File: src/rtl/prog_seq_pkg.sv
package prog_seq_pkg;

    typedef enum logic [1:0] {
        SUP_NOM    = 2'd0,
        SUP_PROG   = 2'd1,
        SUP_CHK_HI = 2'd2,
        SUP_CHK_LO = 2'd3
    } supply_e;

    typedef enum logic [3:0] {
        PH_IDLE,
        PH_PSETUP,
        PH_PULSE,
        PH_PHOLD,
        PH_TURN,
        PH_VREAD,
        PH_VFLOAT,
        PH_CSETUP,
        PH_CREAD,
        PH_CFLOAT,
        PH_END
    } phase_e;

    function automatic int max_of(input int a, input int b);
        return (a > b) ? a : b;
    endfunction

endpackage

File: src/rtl/prog_seq_timer.sv
module prog_seq_timer #(
    parameter int W = 8
) (
    input  logic         clk,
    input  logic         rst_n,
    input  logic         load_i,
    input  logic [W-1:0] val_i,
    output logic         zero_o
);
    logic [W-1:0] cnt_d, cnt_q;

    always_comb begin
        cnt_d = cnt_q;
        if (load_i)
            cnt_d = val_i;
        else if (cnt_q != '0)
            cnt_d = cnt_q - 1'b1;
    end

    always_ff @(posedge clk or negedge rst_n) begin
        if (!rst_n) cnt_q <= '0;
        else        cnt_q <= cnt_d;
    end

    assign zero_o = (cnt_q == '0);
endmodule

File: src/rtl/prog_seq_cursor.sv
module prog_seq_cursor #(
    parameter int AW         = 19,
    parameter int LAST_ADDR  = 524287,
    parameter int MAX_PULSES = 10,
    parameter int RW         = 4
) (
    input  logic          clk,
    input  logic          rst_n,
    input  logic          restart_i,
    input  logic          rewind_i,
    input  logic          addr_next_i,
    input  logic          retry_inc_i,
    output logic [AW-1:0] addr_o,
    output logic          at_last_o,
    output logic          at_limit_o
);
    typedef struct packed {
        logic [AW-1:0] addr;
        logic [RW-1:0] retry;
    } cur_t;

    cur_t cur_d, cur_q;

    always_comb begin
        cur_d = cur_q;
        if (restart_i || rewind_i) begin
            cur_d.addr  = '0;
            cur_d.retry = '0;
        end else if (addr_next_i) begin
            cur_d.addr  = cur_q.addr + 1'b1;
            cur_d.retry = '0;
        end else if (retry_inc_i) begin
            cur_d.retry = cur_q.retry + 1'b1;
        end
    end

    always_ff @(posedge clk or negedge rst_n) begin
        if (!rst_n) cur_q <= '0;
        else        cur_q <= cur_d;
    end

    assign addr_o     = cur_q.addr;
    assign at_last_o  = (cur_q.addr == AW'(LAST_ADDR));
    assign at_limit_o = (cur_q.retry == RW'(MAX_PULSES - 1));
endmodule

File: src/rtl/prog_seq_cmp.sv
module prog_seq_cmp #(
    parameter int DW = 8
) (
    input  logic          clk,
    input  logic          rst_n,
    input  logic          clear_i,
    input  logic          sample_i,
    input  logic [DW-1:0] exp_i,
    input  logic [DW-1:0] obs_i,
    output logic          match_o
);
    logic match_d, match_q;

    always_comb begin
        match_d = match_q;
        if (clear_i)
            match_d = 1'b0;
        else if (sample_i)
            match_d = (obs_i == exp_i);
    end

    always_ff @(posedge clk or negedge rst_n) begin
        if (!rst_n) match_q <= 1'b0;
        else        match_q <= match_d;
    end

    assign match_o = match_q;
endmodule

File: src/rtl/prog_seq_top.sv
module prog_seq_top
    import prog_seq_pkg::*;
#(
    parameter int AW         = 19,
    parameter int DW         = 8,
    parameter int NUM_BYTES  = 524288,
    parameter int SETUP_CYC  = 250,
    parameter int PULSE_CYC  = 12500,
    parameter int HOLD_CYC   = 250,
    parameter int READ_CYC   = 25,
    parameter int FLOAT_CYC  = 15,
    parameter int MAX_PULSES = 10
) (
    input  logic          clk,
    input  logic          rst_n,
    input  logic          start_i,
    output logic          done_o,
    output logic          fail_o,
    output logic [AW-1:0] fail_addr_o,
    output logic [AW-1:0] src_addr_o,
    input  logic [DW-1:0] src_data_i,
    output logic [AW-1:0] mem_addr_o,
    output logic [DW-1:0] mem_dq_o,
    output logic          mem_dq_oe_o,
    input  logic [DW-1:0] mem_dq_i,
    output logic          mem_ce_n_o,
    output logic          mem_oe_n_o,
    output logic [1:0]    supply_o
);
    localparam int LAST_ADDR = NUM_BYTES - 1;
    localparam int RW        = $clog2(MAX_PULSES + 1);
    localparam int TMAX      = max_of(max_of(SETUP_CYC, PULSE_CYC),
                                      max_of(max_of(HOLD_CYC, READ_CYC), FLOAT_CYC));
    localparam int TW        = $clog2(TMAX + 1);

    localparam logic [TW-1:0] T_SETUP = TW'(SETUP_CYC - 1);
    localparam logic [TW-1:0] T_PULSE = TW'(PULSE_CYC - 1);
    localparam logic [TW-1:0] T_HOLD  = TW'(HOLD_CYC - 1);
    localparam logic [TW-1:0] T_READ  = TW'(READ_CYC - 1);
    localparam logic [TW-1:0] T_FLOAT = TW'(FLOAT_CYC - 1);

    typedef struct packed {
        phase_e        ph;
        logic          pass_lo;
        logic          done;
        logic          fail;
        logic [AW-1:0] fail_addr;
    } ctl_t;

    ctl_t ctl_d, ctl_q;

    logic          t_load, t_zero;
    logic [TW-1:0] t_val;
    logic          cur_restart, cur_rewind, cur_next, cur_retry;
    logic [AW-1:0] cur_addr;
    logic          cur_last, cur_limit;
    logic          cmp_clear, cmp_sample, cmp_match;
    supply_e       sup;

    prog_seq_timer #(.W(TW)) u_timer (
        .clk    (clk),
        .rst_n  (rst_n),
        .load_i (t_load),
        .val_i  (t_val),
        .zero_o (t_zero)
    );

    prog_seq_cursor #(
        .AW         (AW),
        .LAST_ADDR  (LAST_ADDR),
        .MAX_PULSES (MAX_PULSES),
        .RW         (RW)
    ) u_cursor (
        .clk         (clk),
        .rst_n       (rst_n),
        .restart_i   (cur_restart),
        .rewind_i    (cur_rewind),
        .addr_next_i (cur_next),
        .retry_inc_i (cur_retry),
        .addr_o      (cur_addr),
        .at_last_o   (cur_last),
        .at_limit_o  (cur_limit)
    );

    prog_seq_cmp #(.DW(DW)) u_cmp (
        .clk      (clk),
        .rst_n    (rst_n),
        .clear_i  (cmp_clear),
        .sample_i (cmp_sample),
        .exp_i    (src_data_i),
        .obs_i    (mem_dq_i),
        .match_o  (cmp_match)
    );

    // next-state logic
    always_comb begin
        ctl_d       = ctl_q;
        cur_restart = 1'b0;
        cur_rewind  = 1'b0;
        cur_next    = 1'b0;
        cur_retry   = 1'b0;
        cmp_clear   = 1'b0;
        cmp_sample  = 1'b0;

        unique case (ctl_q.ph)
            PH_IDLE, PH_END: begin
                if (start_i) begin
                    ctl_d.ph        = PH_PSETUP;
                    ctl_d.pass_lo   = 1'b0;
                    ctl_d.done      = 1'b0;
                    ctl_d.fail      = 1'b0;
                    ctl_d.fail_addr = '0;
                    cur_restart     = 1'b1;
                    cmp_clear       = 1'b1;
                end
            end
            PH_PSETUP: if (t_zero) ctl_d.ph = PH_PULSE;
            PH_PULSE:  if (t_zero) ctl_d.ph = PH_PHOLD;
            PH_PHOLD:  if (t_zero) ctl_d.ph = PH_TURN;
            PH_TURN:   if (t_zero) ctl_d.ph = PH_VREAD;
            PH_VREAD: begin
                if (t_zero) begin
                    cmp_sample = 1'b1;
                    ctl_d.ph   = PH_VFLOAT;
                end
            end
            PH_VFLOAT: begin
                if (t_zero) begin
                    if (cmp_match) begin
                        if (cur_last) begin
                            ctl_d.ph      = PH_CSETUP;
                            ctl_d.pass_lo = 1'b0;
                            cur_rewind    = 1'b1;
                        end else begin
                            ctl_d.ph = PH_PSETUP;
                            cur_next = 1'b1;
                        end
                    end else if (cur_limit) begin
                        ctl_d.ph        = PH_END;
                        ctl_d.done      = 1'b1;
                        ctl_d.fail      = 1'b1;
                        ctl_d.fail_addr = cur_addr;
                    end else begin
                        ctl_d.ph  = PH_PSETUP;
                        cur_retry = 1'b1;
                    end
                end
            end
            PH_CSETUP: if (t_zero) ctl_d.ph = PH_CREAD;
            PH_CREAD: begin
                if (t_zero) begin
                    cmp_sample = 1'b1;
                    ctl_d.ph   = PH_CFLOAT;
                end
            end
            PH_CFLOAT: begin
                if (t_zero) begin
                    if (!cmp_match) begin
                        ctl_d.ph        = PH_END;
                        ctl_d.done      = 1'b1;
                        ctl_d.fail      = 1'b1;
                        ctl_d.fail_addr = cur_addr;
                    end else if (!cur_last) begin
                        ctl_d.ph = PH_CREAD;
                        cur_next = 1'b1;
                    end else if (!ctl_q.pass_lo) begin
                        ctl_d.ph      = PH_CSETUP;
                        ctl_d.pass_lo = 1'b1;
                        cur_rewind    = 1'b1;
                    end else begin
                        ctl_d.ph   = PH_END;
                        ctl_d.done = 1'b1;
                    end
                end
            end
            default: ctl_d.ph = PH_IDLE;
        endcase
    end

    // phase timer reload on every phase change
    always_comb begin
        t_load = (ctl_d.ph != ctl_q.ph);
        unique case (ctl_d.ph)
            PH_PSETUP, PH_CSETUP: t_val = T_SETUP;
            PH_PULSE:             t_val = T_PULSE;
            PH_PHOLD:             t_val = T_HOLD;
            PH_VREAD, PH_CREAD:   t_val = T_READ;
            PH_VFLOAT, PH_CFLOAT: t_val = T_FLOAT;
            default:              t_val = '0;
        endcase
    end

    always_ff @(posedge clk or negedge rst_n) begin
        if (!rst_n)
            ctl_q <= '{ph: PH_IDLE, pass_lo: 1'b0, done: 1'b0, fail: 1'b0, fail_addr: '0};
        else
            ctl_q <= ctl_d;
    end

    // pin decode from the registered phase
    always_comb begin
        mem_ce_n_o  = 1'b1;
        mem_oe_n_o  = 1'b1;
        mem_dq_oe_o = 1'b0;
        sup         = SUP_NOM;
        unique case (ctl_q.ph)
            PH_PSETUP, PH_PHOLD: begin
                sup         = SUP_PROG;
                mem_dq_oe_o = 1'b1;
            end
            PH_PULSE: begin
                sup         = SUP_PROG;
                mem_dq_oe_o = 1'b1;
                mem_ce_n_o  = 1'b0;
            end
            PH_TURN, PH_VFLOAT: sup = SUP_PROG;
            PH_VREAD: begin
                sup        = SUP_PROG;
                mem_oe_n_o = 1'b0;
            end
            PH_CSETUP, PH_CFLOAT: sup = ctl_q.pass_lo ? SUP_CHK_LO : SUP_CHK_HI;
            PH_CREAD: begin
                sup        = ctl_q.pass_lo ? SUP_CHK_LO : SUP_CHK_HI;
                mem_ce_n_o = 1'b0;
                mem_oe_n_o = 1'b0;
            end
            default: sup = SUP_NOM;
        endcase
    end

    assign supply_o    = sup;
    assign mem_addr_o  = cur_addr;
    assign src_addr_o  = cur_addr;
    assign mem_dq_o    = src_data_i;
    assign done_o      = ctl_q.done;
    assign fail_o      = ctl_q.fail;
    assign fail_addr_o = ctl_q.fail_addr;
endmodule

File: config.mk
export PLATFORM = sky130hd
export DESIGN_NAME = prog_seq_top
export DESIGN_NICKNAME = d
export VERILOG_FILES = /design/src/rtl/prog_seq_pkg.sv /design/src/rtl/prog_seq_timer.sv /design/src/rtl/prog_seq_cursor.sv /design/src/rtl/prog_seq_cmp.sv /design/src/rtl/prog_seq_top.sv
export SDC_FILE = /design/constraint.sdc
export NUM_CORES = 1
export LEC_CHECK = 0
export ABC_AREA = 1
export BUFFER_PORTS_ARGS = -buffer_cell sky130_fd_sc_hd__buf_2
export CORE_MARGIN = 1
export CORE_UTILIZATION = 35
export DETAILED_ROUTE_END_ITERATION = 12
export PLACE_DENSITY = 0.61
export SYNTH_ARGS = -nofsm -noshare
export SYNTH_HDL_FRONTEND = slang
export SYNTH_SLANG_ARGS = --single-unit
File: constraint.sdc
create_clock -name clk -period 2.85 [get_ports clk]
set_input_delay 0.57 -clock clk [delete_from_list [all_inputs] [get_ports clk]]
set_output_delay 0.57 -clock clk [all_outputs]
set_load 0.02 [all_outputs]
==> reports/metrics.yaml, run 1 <==
status: "completed"
synth_area_um2: 4507
relSlewSlack: 0.7196
comb_power_share: 0.423
dp.cells: 778
place_area_um2: 4651
synthXorXnorAreaFrac: 0.03304
seqCellArea_um2: 1602
path_buf_inv: 3
place_congestion: 0.8689
numCtsBuffers: 9
synth_fa_ha_area_frac: 0.01388
cts_tree: "built"
wire_per_inst_um: 12.64
area_delta_synth_final_pct: 11.08
rows: 41
cts_resized: 0
power_mw: 4.296
setup_slack_ps: 329.2
vias_per_cell: 4.733
setup_tns_ps: 0
vdd_drop_max_v: 0.0003391
drt-met1-wl_mm: 4.450
whs_ps: 237.5
antenna_found_initial: 0
sw_frac_of_total: 0.4207
dp_slack_ps: 343.7
synth_cells: 587
drt_iter0_markers: 193
synth.avg_cell_area_um2: 7.678
netSwitchingPower_mw: 1.807
grtUsageTotal: 0.1624
seq_power_share: 0.272
synthMuxAreaShare: 0.002221
power_density_nw_per_um2: 858.2
path_class: "register to register"
final_antenna_net_count: 0
multi_input_area_um2: 1991
cp_max_fo: 12
report.final.slew_viol_count: 0
num_vias: 3758
wl_met3_um: 453
wl_met2_mm: 4.991
setup_viol: 0
clk_latency_ps: 330
skew_ps: 7.735
root_buffer: "clkbuf_16"
coreArea_um2: 12570
cp_data_required_time_ps: 3120
yosys_warnings: 0
yosys.area_share.simple: 0.2832
worstSetupEndpointType: "register"
synth_top_family_by_area: "simple AND/OR/NAND/NOR gates"
power.internal_mw: 2.489
grt-ovfl-total: 0
path_depth: 16
final_cells: 794
post-cts-setup-buffers: 0
seq_area_frac_synth: 0.3554
worst_slew_pin_slew_ps: 417.5
route.detailed.drc: 0
grt_pass1_vias: 3703
grt_max_degree: 65
critPathLaunchType: "register"
cts.path.max_buffers: 2
r2r_end: "u_cursor.addr_o[13]$_DFFE_PN0P_"
synthesis.nets: 611
htreeDepth: 3
ys_seq_elements: 64
leakagePower_nw: 2.566
final_hold_viol_count: 0
max_stage_delay_ps: 360
clock-sinks: 64
design_area_um2: 5006
diodes: 0
fillers: 1270
drive_above_1_share: 0.2685
max_freq_mhz: 396.7
drt_first_pass_iters: 4
fin_nets: 641
r2r_cells: 16
top_layer_used: "met4"
holdBufCountCts: 0
rrSetupSlack_ps: 330
period_needed_ps: 2521
synth_compound_area_frac: 0.1094
initial_utilization: 0.3586
port_buffers: 90
clkTransAtPathRegs_ps: 60
crit_family: "simple AND/OR/NAND/NOR gates"
pin_count: 91
hp-class: "primary input to async pin"
crit_arrival_ps: 2790
dieWidth_um: 115.5
grt_pass1_wl_mm: 17.17
p_clk_frac: 0.305
path_cells: "inv_1, ha_1, inv_1, nor2_1, nand3_2, nor2_4, nand3_2, nor2_2, nor2_2, inv_2, nand2_2, nor2_4, nand3_2, nand2_1, nand2_1, nor2_1"
hpwl_mm: 7.641
final_core_util: 0.3983
die_h_um: 115.5
ys_types: 45
rsz0062_at_grt: "no"
drt-total-wl_mm: 10.04
rr_startpoint: "u_timer.cnt_q[0]$_DFFE_PN0P_"
die_area_um2: 13330
worst_path_max_delay_cell: "dfrtp_1"
maxCapViolCount: 0
cp_common_cell: "nand3_2"
period_share: 0.8845
power by group through the flow:
stage / sequential (mW) / clock [mW] / combinational [mW]
3_3_place_gp: 1.18 / 0 / 1.76
2_1_floorplan: 1.16 / 0 / 1.46
4_1_cts: 1.17 / 1.33 / 1.82
3_5_place_dp: 1.18 / 0 / 1.81
6_report: 1.17 / 1.31 / 1.82
5_1_grt: 1.18 / 1.36 / 2.06
logic make-up (layout without fill, tap and decap cells):
kind of cell               count (synthesis)  in the layout
muxes                                      1              1
xor gates and xnor gates                  17             17
DFF                                       64             64
AOI/OAI and AO/OA                         76             76
buffers and inverters                    170            205
adders and majority gates                  5              5
and+or+nand+nor                          254            254
worst max-delay path by stage:
stage | startpoint | endpoint
after floorplan | u_timer.cnt_q[0]$_DFFE_PN0P_ | u_timer.cnt_q[2]$_DFFE_PN0P_
after global placement | u_cursor.addr_o[0]$_DFFE_PN0P_ | u_cursor.addr_o[13]$_DFFE_PN0P_
after detailed placement | u_cursor.addr_o[0]$_DFFE_PN0P_ | u_cursor.addr_o[13]$_DFFE_PN0P_
after CTS | u_cursor.addr_o[0]$_DFFE_PN0P_ | u_cursor.addr_o[13]$_DFFE_PN0P_
after global routing | u_cursor.addr_o[0]$_DFFE_PN0P_ | u_cursor.addr_o[13]$_DFFE_PN0P_
final | u_timer.cnt_q[0]$_DFFE_PN0P_ | u_cursor.addr_o[13]$_DFFE_PN0P_
layer usage:
metal,vias up,track usage
li1,1877,-
met1,1785,0.1946
met2,84,0.2842
met3,12,0.04289
met4,0,0.04935
met5,-,0
flip-flops by register name, indices dropped and copies added, names as in the netlist:
register and cells:
fail_addr_o 19, u_cursor.addr_o 19, u_timer.cnt_q 14, ctl_q 5
u_cursor.cur_q 4, done_o 1, fail_o 1, u_cmp.match_o 1
synth_stat cells, drive strengths merged:
cell / instances / share of area
nor2: 66 / 0.076
nor3b: 1 / 0.0017
dfrtp: 64 / 0.36
xor2: 15 / 0.029
a22oi: 1 / 0.0017
nor4: 6 / 0.0083
nand3b: 2 / 0.0033
nand3: 37 / 0.051
clkinv: 2 / 0.0019
o22ai: 19 / 0.039
nand4: 11 / 0.015
o21ai: 24 / 0.027
nand2: 115 / 0.11
xnor2: 2 / 0.0039
ha: 5 / 0.014
a21oi: 25 / 0.029
or2: 2 / 0.0028
mux2i: 1 / 0.0022
a21boi: 2 / 0.0033
and3: 1 / 0.0014
a2111oi: 1 / 0.0019
o2111ai: 1 / 0.0019
buf: 73 / 0.12
o211ai: 2 / 0.0033
nor3: 13 / 0.018
a221o: 1 / 0.0022
inv: 95 / 0.079
worst reg2reg max path, stage by stage (launching register included):
cell and delay, ps:
dfrtp_1 360, inv_1 130, ha_1 220, inv_1 50, nor2_1 100, nand3_2 110, nor2_4 270, nand3_2 130
nor2_2 270, nor2_2 110, inv_2 180, nand2_2 110, nor2_4 120, nand3_2 70, nand2_1 80, nand2_1 50
nor2_1 90
cell type report:
| type | instances | share of cell area |
|---|---|---|
| flip-flops and latches | 64 | 0.3199 |
| clock buffers | 10 | 0.04774 |
| inverters | 97 | 0.07298 |
| well taps | 172 | 0.04299 |
| multi-input cells | 353 | 0.3977 |
| repair buffers | 92 | 0.09548 |
| clock inverters | 6 | 0.02324 |
placed cells by master (no fill, tap or decap), types with 4 or more instances in the layout:
master / count
buf_2: 90
xor2_1: 15
nor4_1: 6
clkbuf_16: 9
nand4_1: 11
o22ai_1: 10
nand3_2: 4
o22ai_2: 9
inv_2: 9
nor2_4: 5
dfrtp_1: 64
o21ai_0: 20
nand2_2: 8
nor2_1: 49
nor3_1: 11
nand2_1: 104
ha_1: 5
inv_1: 86
nand3_1: 31
nor2_2: 10
a21oi_1: 24
No activity file was read; power rests on OpenSTA's default activity.
==> inputs of run 2 (changes only) <==
- BUFFER_PORTS_ARGS: -buffer_cell sky130_fd_sc_hd__buf_2 -> -buffer_cell sky130_fd_sc_hd__clkbuf_2
==> reports/metrics.yaml, run 2 (synthesis gave the netlist of run 1 again) <==
p_clk_frac: 0.306
final_cells: 795
max_freq_mhz: 396.3
grt_max_degree: 29
power_density_nw_per_um2: 854.1
dp.cells: 779
coreArea_um2: 12570
status: "completed"
die_area_um2: 13330
critPathLaunchType: "register"
area_delta_synth_final_pct: 11.22
period_share: 0.8853
route.detailed.drc: 0
place_area_um2: 4658
seq_power_share: 0.274
setup_slack_ps: 326.8
numCtsBuffers: 9
final_antenna_net_count: 0
rows: 41
grt_pass1_vias: 3623
hp-class: "primary input to async pin"
layout_commonest_cell: "nand2_1"
report.final.slew_viol_count: 0
holdBufCountCts: 0
vias_per_cell: 4.787
rr_startpoint: "u_timer.cnt_q[0]$_DFFE_PN0P_"
clock-sinks: 64
place_congestion: 0.9225
fin_nets: 642
grt_pass1_wl_mm: 16.70
clk_latency_ps: 340
rsz0062_at_grt: "no"
drt-total-wl_mm: 10.02
diodes: 0
setup_viol: 0
hpwl_mm: 7.696
htreeDepth: 3
num_vias: 3806
final_hold_viol_count: 0
cp_max_fo: 12
clkTransAtPathRegs_ps: 60
netSwitchingPower_mw: 1.795
dp_slack_ps: 364.2
cts_tree: "built"
worstSetupEndpointType: "register"
comb_power_share: 0.420
crit_arrival_ps: 2790
rrSetupSlack_ps: 330
drive_above_1_share: 0.2697
path_class: "register to register"
cp_data_required_time_ps: 3120
vdd_drop_max_v: 0.0003633
layout_common_cells: "nand2_1 (104), clkbuf_2 (90), inv_1 (86)"
drt_iter0_markers: 250
r2r_cells: 16
post-cts-setup-buffers: 0
initial_utilization: 0.3586
cts_resized: 0
relSlewSlack: 0.5430
maxCapViolCount: 0
leakagePower_nw: 2.520
root_buffer: "clkbuf_16"
design_area_um2: 5012
power.internal_mw: 2.487
grt-ovfl-total: 0
worst_slew_pin_slew_ps: 685.5
die_h_um: 115.5
pin_count: 91
antenna_found_initial: 0
grtUsageTotal: 0.1592
setup_tns_ps: 0
port_buffers: 90
dieWidth_um: 115.5
wire_per_inst_um: 12.60
r2r_end: "u_cursor.addr_o[13]$_DFFE_PN0P_"
cts.path.max_buffers: 2
period_needed_ps: 2523
drt_first_pass_iters: 5
skew_ps: 6.575
sw_frac_of_total: 0.4192
[run 2: changes by cell type in the layout (fill, tap and decap cells not counted), sizes merged]
cell / change
clkinvlp: +1
inv: +1
clkbuf: +90
buf: -89
clkinv: -2
[run 2: worst max-delay path, cell delays in order, from the launching register on]
cell and delay (ps):
dfrtp_1 360, inv_1 140, ha_1 220, inv_1 50, nor2_1 100, nand3_2 110
nor2_4 260, nand3_2 130, nor2_2 290, nor2_2 100, inv_2 180, nand2_2 110
nor2_4 110, nand3_2 70, nand2_1 70, nand2_1 50, nor2_1 90
[run 2: power groups by stage]
stage / clock network [mW] / registers, mW / logic, mW
after floorplan: 0 / 1.16 / 1.46
after global placement: 0 / 1.18 / 1.77
after detailed placement: 0 / 1.18 / 1.79
after CTS: 1.33 / 1.17 / 1.80
after global routing: 1.37 / 1.18 / 2.01
final: 1.31 / 1.17 / 1.80
[run 2: final cells by class]
cell class | instances | area [um2]
timing repair buffer | 93 | 485.5
clock buffer | 10 | 239.0
tap | 172 | 215.2
inverter | 97 | 365.4
multi-input combinational | 353 | 1991
sequential | 64 | 1602
clock inverter | 6 | 115.1
fill | 1290 | 7556
[run 2: per-stage QoR]
stage	hold WS, ps	utilization	power, mW
3_3_place_gp	523.4	0.3706	2.949
3_5_place_dp	525.8	0.3706	2.972
6_report	261.7	0.3988	4.281
4_1_cts	282.9	0.3988	4.297
5_1_grt	331.1	0.3988	4.565
2_1_floorplan	274.4	-	2.620
[run 2: per-layer routing]
| metal | track usage | part of all wire | up-vias |
|---|---|---|---|
| met1 | 0.1878 | 0.45 | 1804 |
| met4 | 0.07100 | 0.018 | 0 |
| met3 | 0.03870 | 0.037 | 18 |
| li1 | - | - | 1885 |
| met2 | 0.2743 | 0.50 | 99 |
| met5 | 0 | 0 | - |
[run 2: worst max-delay path by stage]
stage	start	endpoint	slack [ps]
3_3_place_gp	u_cursor.addr_o[0]$_DFFE_PN0P_	u_cursor.addr_o[13]$_DFFE_PN0P_	440
4_1_cts	u_timer.cnt_q[0]$_DFFE_PN0P_	u_cursor.addr_o[13]$_DFFE_PN0P_	350
3_5_place_dp	u_cursor.addr_o[0]$_DFFE_PN0P_	u_cursor.addr_o[13]$_DFFE_PN0P_	360
2_1_floorplan	u_timer.cnt_q[0]$_DFFE_PN0P_	u_timer.cnt_q[2]$_DFFE_PN0P_	860
5_1_grt	u_cursor.addr_o[0]$_DFFE_PN0P_	u_cursor.addr_o[13]$_DFFE_PN0P_	100
6_report	u_timer.cnt_q[0]$_DFFE_PN0P_	u_cursor.addr_o[13]$_DFFE_PN0P_	330
